==> src/rtl/pirq_pkg.sv <==
package pirq_pkg;
   localparam int unsigned ADDR_W = 5;

   typedef enum logic [ADDR_W-1:0] {
      A_GROUP  = 5'd0,
      A_EN_SET = 5'd1,
      A_EN_CLR = 5'd2,
      A_PD_SET = 5'd3,
      A_PD_CLR = 5'd4,
      A_AC_SET = 5'd5,
      A_AC_CLR = 5'd6
   } reg_addr_e;

   localparam logic [ADDR_W-1:0] CFG_BASE  = 5'd8;
   localparam logic [ADDR_W-1:0] PRIO_BASE = 5'd16;
endpackage

==> src/rtl/pirq_edge.sv <==
// Per-bit edge detector for hardware interrupt source levels.
module pirq_edge #(
   parameter int unsigned W = 16
) (
   input  logic         clk,
   input  logic         rst_n,
   input  logic [W-1:0] lvl,
   output logic [W-1:0] rise,
   output logic [W-1:0] fall
);
   for (genvar b = 0; b < W; b++) begin : g_bit
      logic prev_q;
      always_ff @(posedge clk or negedge rst_n) begin
         if (!rst_n) prev_q <= 1'b0;
         else        prev_q <= lvl[b];
      end
      assign rise[b] = lvl[b] & ~prev_q;
      assign fall[b] = ~lvl[b] & prev_q;
   end
endmodule

==> src/rtl/pirq_bitmap.sv <==
// Bitmap with hardware set/clear events, then software set/clear on top
// (software applied last so it wins on a shared bit).
module pirq_bitmap #(
   parameter int unsigned W = 32
) (
   input  logic         clk,
   input  logic         rst_n,
   input  logic [W-1:0] hw_set,
   input  logic [W-1:0] hw_clr,
   input  logic [W-1:0] sw_set,
   input  logic [W-1:0] sw_clr,
   output logic [W-1:0] q
);
   logic [W-1:0] after_hw;
   assign after_hw = (q | hw_set) & ~hw_clr;

   always_ff @(posedge clk or negedge rst_n) begin
      if (!rst_n) q <= '0;
      else        q <= (after_hw | sw_set) & ~sw_clr;
   end
endmodule

==> src/rtl/pirq_prio_bank.sv <==
// Byte-packed priority storage: word i holds sources 4i..4i+3, lowest in low byte.
module pirq_prio_bank #(
   parameter int unsigned NUM_INT = 32,
   parameter int unsigned PRIO_W  = 8,
   parameter int unsigned DATA_W  = 32,
   localparam int unsigned WORDS  = NUM_INT * PRIO_W / DATA_W,
   localparam int unsigned IDX_W  = (WORDS > 1) ? $clog2(WORDS) : 1
) (
   input  logic              clk,
   input  logic              rst_n,
   input  logic              wr,
   input  logic [IDX_W-1:0]  idx,
   input  logic [DATA_W-1:0] wdata,
   output logic [DATA_W-1:0] rdata
);
   logic [DATA_W-1:0] word_q [WORDS];

   for (genvar w = 0; w < WORDS; w++) begin : g_word
      always_ff @(posedge clk or negedge rst_n) begin
         if (!rst_n)                         word_q[w] <= '0;
         else if (wr && idx == IDX_W'(w))    word_q[w] <= wdata;
      end
   end

   assign rdata = word_q[idx];
endmodule

==> src/rtl/pirq_fwd.sv <==
// Registered IRQ/FIQ derivation from forwardable sources.
module pirq_fwd #(
   parameter int unsigned W = 32
) (
   input  logic         clk,
   input  logic         rst_n,
   input  logic [W-1:0] pend,
   input  logic [W-1:0] en,
   input  logic [W-1:0] act,
   input  logic [W-1:0] grp,
   input  logic         g0_en,
   input  logic         g1_en,
   output logic         irq,
   output logic         fiq
);
   logic [W-1:0] fwd;
   assign fwd = pend & en & ~act;

   always_ff @(posedge clk or negedge rst_n) begin
      if (!rst_n) begin
         irq <= 1'b0;
         fiq <= 1'b0;
      end else begin
         irq <= (|(fwd & grp))  & g1_en;
         fiq <= (|(fwd & ~grp)) & g0_en;
      end
   end
endmodule

==> src/rtl/pirq_state.sv <==
module pirq_state
   import pirq_pkg::*;
#(
   parameter int unsigned NUM_SGI = 16,
   parameter int unsigned NUM_PPI = 16,
   parameter int unsigned DATA_W  = 32,
   parameter int unsigned PRIO_W  = 8
) (
   input  logic                      clk,
   input  logic                      rst_n,
   input  logic                      wr_en,
   input  logic [pirq_pkg::ADDR_W-1:0] addr,
   input  logic [DATA_W-1:0]         wdata,
   output logic [DATA_W-1:0]         rdata,
   input  logic [NUM_SGI-1:0]        sgi_in,
   input  logic [NUM_PPI-1:0]        ppi_in,
   input  logic                      grp0_en,
   input  logic                      grp1_en,
   output logic                      irq,
   output logic                      fiq
);
   localparam int unsigned NUM_INT    = NUM_SGI + NUM_PPI;
   localparam int unsigned PRIO_WORDS = NUM_INT * PRIO_W / DATA_W;
   localparam int unsigned PIDX_W     = (PRIO_WORDS > 1) ? $clog2(PRIO_WORDS) : 1;
   localparam int unsigned CFG_WORDS  = 2 * NUM_INT / DATA_W;
   localparam int unsigned CIDX_W     = (CFG_WORDS > 1) ? $clog2(CFG_WORDS) : 1;
   localparam logic [ADDR_W-1:0] PRIO_END = ADDR_W'(PRIO_BASE + PRIO_WORDS);
   localparam logic [ADDR_W-1:0] CFG_END  = ADDR_W'(CFG_BASE + CFG_WORDS);

   if (NUM_INT != DATA_W) begin : g_bad_count
      $error("source count must equal the data width");
   end
   if ((DATA_W % PRIO_W) != 0) begin : g_bad_prio
      $error("priority width must divide the data width");
   end
   if (CFG_END > PRIO_BASE || int'(PRIO_BASE) + PRIO_WORDS > (1 << ADDR_W)) begin : g_bad_map
      $error("register windows overlap or exceed the address space");
   end

   // ---------------- write decode ----------------
   logic wr_grp, wr_ens, wr_enc, wr_pds, wr_pdc, wr_acs, wr_acc;
   logic prio_hit, cfg_hit;
   logic [PIDX_W-1:0] prio_idx;
   logic [CIDX_W-1:0] cfg_idx;

   assign wr_grp   = wr_en && addr == A_GROUP;
   assign wr_ens   = wr_en && addr == A_EN_SET;
   assign wr_enc   = wr_en && addr == A_EN_CLR;
   assign wr_pds   = wr_en && addr == A_PD_SET;
   assign wr_pdc   = wr_en && addr == A_PD_CLR;
   assign wr_acs   = wr_en && addr == A_AC_SET;
   assign wr_acc   = wr_en && addr == A_AC_CLR;
   assign prio_hit = (addr >= PRIO_BASE) && (addr < PRIO_END);
   assign cfg_hit  = (addr >= CFG_BASE)  && (addr < CFG_END);
   assign prio_idx = PIDX_W'(addr - PRIO_BASE);
   assign cfg_idx  = CIDX_W'(addr - CFG_BASE);

   // ---------------- state ----------------
   logic [NUM_INT-1:0] en_q, pend_q, act_q, grp_q;
   logic [NUM_SGI-1:0] sgi_rise, sgi_fall;
   logic [NUM_PPI-1:0] ppi_rise, ppi_fall;
   logic [DATA_W-1:0]  prio_rdata;
   logic [DATA_W-1:0]  cfg_q [CFG_WORDS];

   pirq_edge #(.W(NUM_SGI)) u_sgi_edge (
      .clk(clk), .rst_n(rst_n), .lvl(sgi_in), .rise(sgi_rise), .fall(sgi_fall));
   pirq_edge #(.W(NUM_PPI)) u_ppi_edge (
      .clk(clk), .rst_n(rst_n), .lvl(ppi_in), .rise(ppi_rise), .fall(ppi_fall));

   pirq_bitmap #(.W(NUM_INT)) u_en (
      .clk(clk), .rst_n(rst_n), .hw_set('0), .hw_clr('0),
      .sw_set(wr_ens ? wdata : '0), .sw_clr(wr_enc ? wdata : '0), .q(en_q));

   pirq_bitmap #(.W(NUM_INT)) u_pend (
      .clk(clk), .rst_n(rst_n),
      .hw_set({ppi_rise, sgi_rise}), .hw_clr({ppi_fall, sgi_fall}),
      .sw_set(wr_pds ? wdata : '0), .sw_clr(wr_pdc ? wdata : '0), .q(pend_q));

   pirq_bitmap #(.W(NUM_INT)) u_act (
      .clk(clk), .rst_n(rst_n), .hw_set('0), .hw_clr('0),
      .sw_set(wr_acs ? wdata : '0), .sw_clr(wr_acc ? wdata : '0), .q(act_q));

   always_ff @(posedge clk or negedge rst_n) begin
      if (!rst_n)      grp_q <= '0;
      else if (wr_grp) grp_q <= wdata;
   end

   for (genvar c = 0; c < CFG_WORDS; c++) begin : g_cfg
      always_ff @(posedge clk or negedge rst_n) begin
         if (!rst_n)                                  cfg_q[c] <= '0;
         else if (wr_en && cfg_hit && cfg_idx == CIDX_W'(c)) cfg_q[c] <= wdata;
      end
   end

   pirq_prio_bank #(.NUM_INT(NUM_INT), .PRIO_W(PRIO_W), .DATA_W(DATA_W)) u_prio (
      .clk(clk), .rst_n(rst_n), .wr(wr_en && prio_hit), .idx(prio_idx),
      .wdata(wdata), .rdata(prio_rdata));

   pirq_fwd #(.W(NUM_INT)) u_fwd (
      .clk(clk), .rst_n(rst_n), .pend(pend_q), .en(en_q), .act(act_q), .grp(grp_q),
      .g0_en(grp0_en), .g1_en(grp1_en), .irq(irq), .fiq(fiq));

   // ---------------- read mux ----------------
   always_comb begin
      rdata = '0;
      case (addr)
         A_GROUP:            rdata = grp_q;
         A_EN_SET, A_EN_CLR: rdata = en_q;
         A_PD_SET, A_PD_CLR: rdata = pend_q;
         A_AC_SET, A_AC_CLR: rdata = act_q;
         default: begin
            if (prio_hit)     rdata = prio_rdata;
            else if (cfg_hit) rdata = cfg_q[cfg_idx];
         end
      endcase
   end
endmodule

==> config.mk <==
export PLATFORM = sky130hd
export DESIGN_NAME = pirq_state
export DESIGN_NICKNAME = d
export VERILOG_FILES = /design/src/rtl/pirq_pkg.sv /design/src/rtl/pirq_edge.sv /design/src/rtl/pirq_bitmap.sv /design/src/rtl/pirq_prio_bank.sv /design/src/rtl/pirq_fwd.sv /design/src/rtl/pirq_state.sv
export SDC_FILE = /design/constraint.sdc
export NUM_CORES = 1
export LEC_CHECK = 0
export ABC_AREA = 0
export CAP_MARGIN = 20
export CELL_PAD_IN_SITES_DETAIL_PLACEMENT = 1
export CELL_PAD_IN_SITES_GLOBAL_PLACEMENT = 2
export CORE_UTILIZATION = 39
export DETAILED_ROUTE_END_ITERATION = 8
export PLACE_DENSITY_LB_ADDON = 0.12
export SETUP_SLACK_MARGIN = 0.2
export SYNTH_ARGS = -nofsm -noshare
export SYNTH_HDL_FRONTEND = slang
export SYNTH_SLANG_ARGS = --single-unit
==> constraint.sdc <==
create_clock -name clk -period 2.4 [get_ports clk]
set_clock_uncertainty 0.15 [all_clocks]
set_input_delay 0.36 -clock clk [delete_from_list [all_inputs] [get_ports clk]]
set_output_delay 0.36 -clock clk [all_outputs]
set_load 0.01 [all_outputs]
==> metrics <==
placed inst area 0.02562 sq mm; netlist area before placement 0.02223 sq mm; cell leakage power 0.01224 uW; number of standard cells in the final layout excluding fillers 2642; wire length of the first global-routing pass 110.5 mm; Post-Place Cells 2528; core area 0.05639 sq mm; final cell utilization of the core 49.78%; number of nets still failing antenna checks after routing 0; Crit path required time 1.89 ns; antenna violations before repair 1; top layer used by detailed routing met4; number of distinct library cells after synthesis 45; average size of a mapped cell 13.51 sq um; first-pass detailed-route iteration total 5; Final setup viols 32; clock transition time at the flip-flop clock pins of the worst setup and hold paths 0.06 ns; global route overflow 0; cells after synthesis 1645; ratio of cells with drive above 1 in the final layout 42.46%; share of synthesized registers carrying an async set or reset 100.0%; Pwr Density 838.2 mW/mm^2; sequential element share of the synthesized area 54.27%; most frequent standard cell in the layout excluding fill and tap cells sky130_fd_sc_hd__dfrtp_1; path class of the lowest-slack min-delay path primary input to register; final weighted congestion in routability-driven placement 0.8684; Root Buffer sky130_fd_sc_hd__clkbuf_16; number of inserted filler cells in the final layout 5644; worst slack at placement -0.8141 ns; worst max-slew margin expressed relative to the limit 45.96%; worst supply voltage drop on vdd 0.5683 mV; die area 0.05795 sq mm; Worst Hold Slack 0.06088 ns; die width 240.7 um; number of violations reported at the end of detailed-routing iteration 0 996; CTS tree yes; final cell area excluding filler cells 0.02807 sq mm; dominant synthesized flop cell sky130_fd_sc_hd__dfrtp_1; DR vias/cell 5.719; routed wire length on met2 32.66 mm; transition time at the pin with the least slew margin 0.8081 ns; sink count of the clock tree 482; Slew Viols, Final 0; RSZ-0062 raised after global routing yes; number of clock buffers inserted by TritonCTS 52; kind of start point of the critical path register; commonest cells after routing, fill and taps aside sky130_fd_sc_hd__dfrtp_1 (482), sky130_fd_sc_hd__mux2_2 (337), sky130_fd_sc_hd__a21oi_1 (192); maximum number of pins on one net before global-route repair 71; number of synthesized flops with an enable pin 0; final routed DRC violation total 0; Site Rows 87; detailed-route wire length per cell 27.56 um; detailed placer's ending HPWL 49.28 mm; outcome finished with violations; type of the setup path with the least slack register to primary output; detailed-route wire length on metal 1 35.44 mm; GRT Resource Usage Total 26.03%; die height 240.7 um; total number of H-tree levels 2; DR WL met3 2.837 mm; I/O pin count 108; maximum number of buffers from clock root to sink 3; period utilization 114.5%; initial core utilization 39.42%; top fanout value on the critical path 2; CP endpoint kind primary output; syn nets 1719; vias after detailed routing 15110; Yosys warning count 0; insertion delay to the later sink of the worst-skew pair 0.62 ns; Setup WS post-layout -0.3483 ns; Seq cells post-synth 482; maximum capacitance violations 0; via count of the first global-routing pass 16150; sum of routed wire length over all layers 72.81 mm; clock period minus worst slack 2.748 ns; number of hold violations in the final report 0; nets 1919; violations in the final reports setup timing; Synth-to-Final Area Change 26.30%; CP Data Arrival Time 2.24 ns; maximum clock rate 363.9 MHz; Port Buffer Count 107
==> layout make-up <==
class	instances	area (sq um)	area share (%)
clock buffer	74	1534	5.465
clock inverter	19	329.1	1.172
sequential	482	12060	42.97
inverter	41	153.9	0.5483
multi-input combinational	985	10160	36.18
antenna	2	5.005	0.01783
tap	756	945.9	3.370
timing repair buffer	283	2884	10.27
==> cell families after synthesis <==
family | Yosys count | share of synthesized area (%)
compound gates | 309 | 8.630
simple gates | 163 | 4.667
fa+ha+maj | 32 | 1.441
mux | 480 | 27.56
flops | 482 | 54.27
xor+xnor | 1 | 0.03941
buf+inv | 178 | 3.389
==> where the power goes <==
part,switching (uW),total (uW),internal (uW)
logic,2010,4260,2260
clock network,3390,8690,5290
registers,985,10600,9590
==> Yosys cell counts (3+ instances only) <==
| cell type | n | area, sq um |
|---|---|---|
| sky130_fd_sc_hd__dfrtp_1 | 482 | 12060 |
| sky130_fd_sc_hd__mux2_2 | 337 | 3795 |
| sky130_fd_sc_hd__a21oi_1 | 192 | 960.9 |
| sky130_fd_sc_hd__mux2_1 | 79 | 889.6 |
| sky130_fd_sc_hd__clkbuf_1 | 71 | 266.5 |
| sky130_fd_sc_hd__nand2_1 | 66 | 247.7 |
| sky130_fd_sc_hd__a221oi_1 | 64 | 560.5 |
| sky130_fd_sc_hd__mux4_2 | 64 | 1441 |
| sky130_fd_sc_hd__buf_2 | 62 | 310.3 |
| sky130_fd_sc_hd__inv_1 | 41 | 153.9 |
| sky130_fd_sc_hd__a22oi_1 | 32 | 240.2 |
| sky130_fd_sc_hd__maj3_1 | 32 | 320.3 |
| sky130_fd_sc_hd__nand4b_1 | 24 | 210.2 |
| sky130_fd_sc_hd__nand3b_1 | 18 | 135.1 |
| sky130_fd_sc_hd__nor4bb_1 | 16 | 160.2 |
| sky130_fd_sc_hd__o2111ai_1 | 8 | 70.07 |
| sky130_fd_sc_hd__o22ai_1 | 8 | 50.05 |
| sky130_fd_sc_hd__nor4_1 | 6 | 37.54 |
| sky130_fd_sc_hd__nor2_1 | 4 | 15.01 |
| sky130_fd_sc_hd__nand2b_1 | 3 | 18.77 |
| sky130_fd_sc_hd__nor3_1 | 3 | 15.01 |
| sky130_fd_sc_hd__nor3_2 | 3 | 30.03 |
==> final timing paths <==
path / start / to / slack, ns / cells after the start
setup / recovery: u_prio.word_q[197]$_DFFE_PN0P_ / rdata[5] / -0.35 / 5
max in group asynchronous: rst_n / u_prio.word_q[74]$_DFFE_PN0P_ / 1.16 / 3
hold / removal: sgi_in[9] / u_sgi_edge.g_bit[9].prev_q$_DFF_PN0_ / 0.06 / 1
hold reg to reg: u_prio.word_q[89]$_DFFE_PN0P_ / u_prio.word_q[89]$_DFFE_PN0P_ / 0.34 / 1
min in group asynchronous: rst_n / u_en.q[2]$_DFF_PN0_ / 0.12 / 2
setup reg to reg: u_pend.q[9]$_DFF_PN0_ / u_fwd.fiq$_DFF_PN0_ / 0.38 / 4
==> through the flow <==
step | setup TNS [ns] | power, uW
floorplan | 0 | 12810
global placement | -83.66 | 14510
detailed placement | -96.16 | 14710
CTS | -8.194 | 23680
global route | -9.352 | 24540
finish | -7.444 | 23530
==> worst max-delay path: stages (launching register included) <==
cell and delay (ns):
sky130_fd_sc_hd__dfrtp_1 0.38, sky130_fd_sc_hd__mux4_2 0.50, sky130_fd_sc_hd__a221oi_4 0.34, sky130_fd_sc_hd__buf_4 0.18, sky130_fd_sc_hd__a22oi_2 0.07, sky130_fd_sc_hd__buf_2 0.16
==> registers in the layout, indices dropped and copies added (netlist names) <==
signal	flops
u_fwd.irq	1
u_sgi_edge.g_bit.prev_q	16
u_en.q	32
u_act.q	32
u_ppi_edge.g_bit.prev_q	16
grp_q	32
cfg_q	64
u_fwd.fiq	1
u_prio.word_q	256
u_pend.q	32
==> layer usage <==
| metal | global-route usage, % | up-vias |
|---|---|---|
| li1 | - | 6579 |
| met1 | 39.67 | 8123 |
| met2 | 38.87 | 299 |
| met3 | 3.020 | 108 |
| met4 | 7.528 | 0 |
| met5 | 0 | - |
==> timing repair <==
| action | 4_1_cts | 5_1_grt |
|---|---|---|
| resized for setup | 197 | 9 |
| cloned | 3 | 0 |
| buffers inserted | 15 | 0 |
| hold endpoints to repair | 305 | 0 |
| setup endpoints to repair | 32 | 32 |
| pin swaps | 64 | 0 |
| hold buffers | 1 | 0 |
Note: power is estimated with default switching activity, not from simulation.
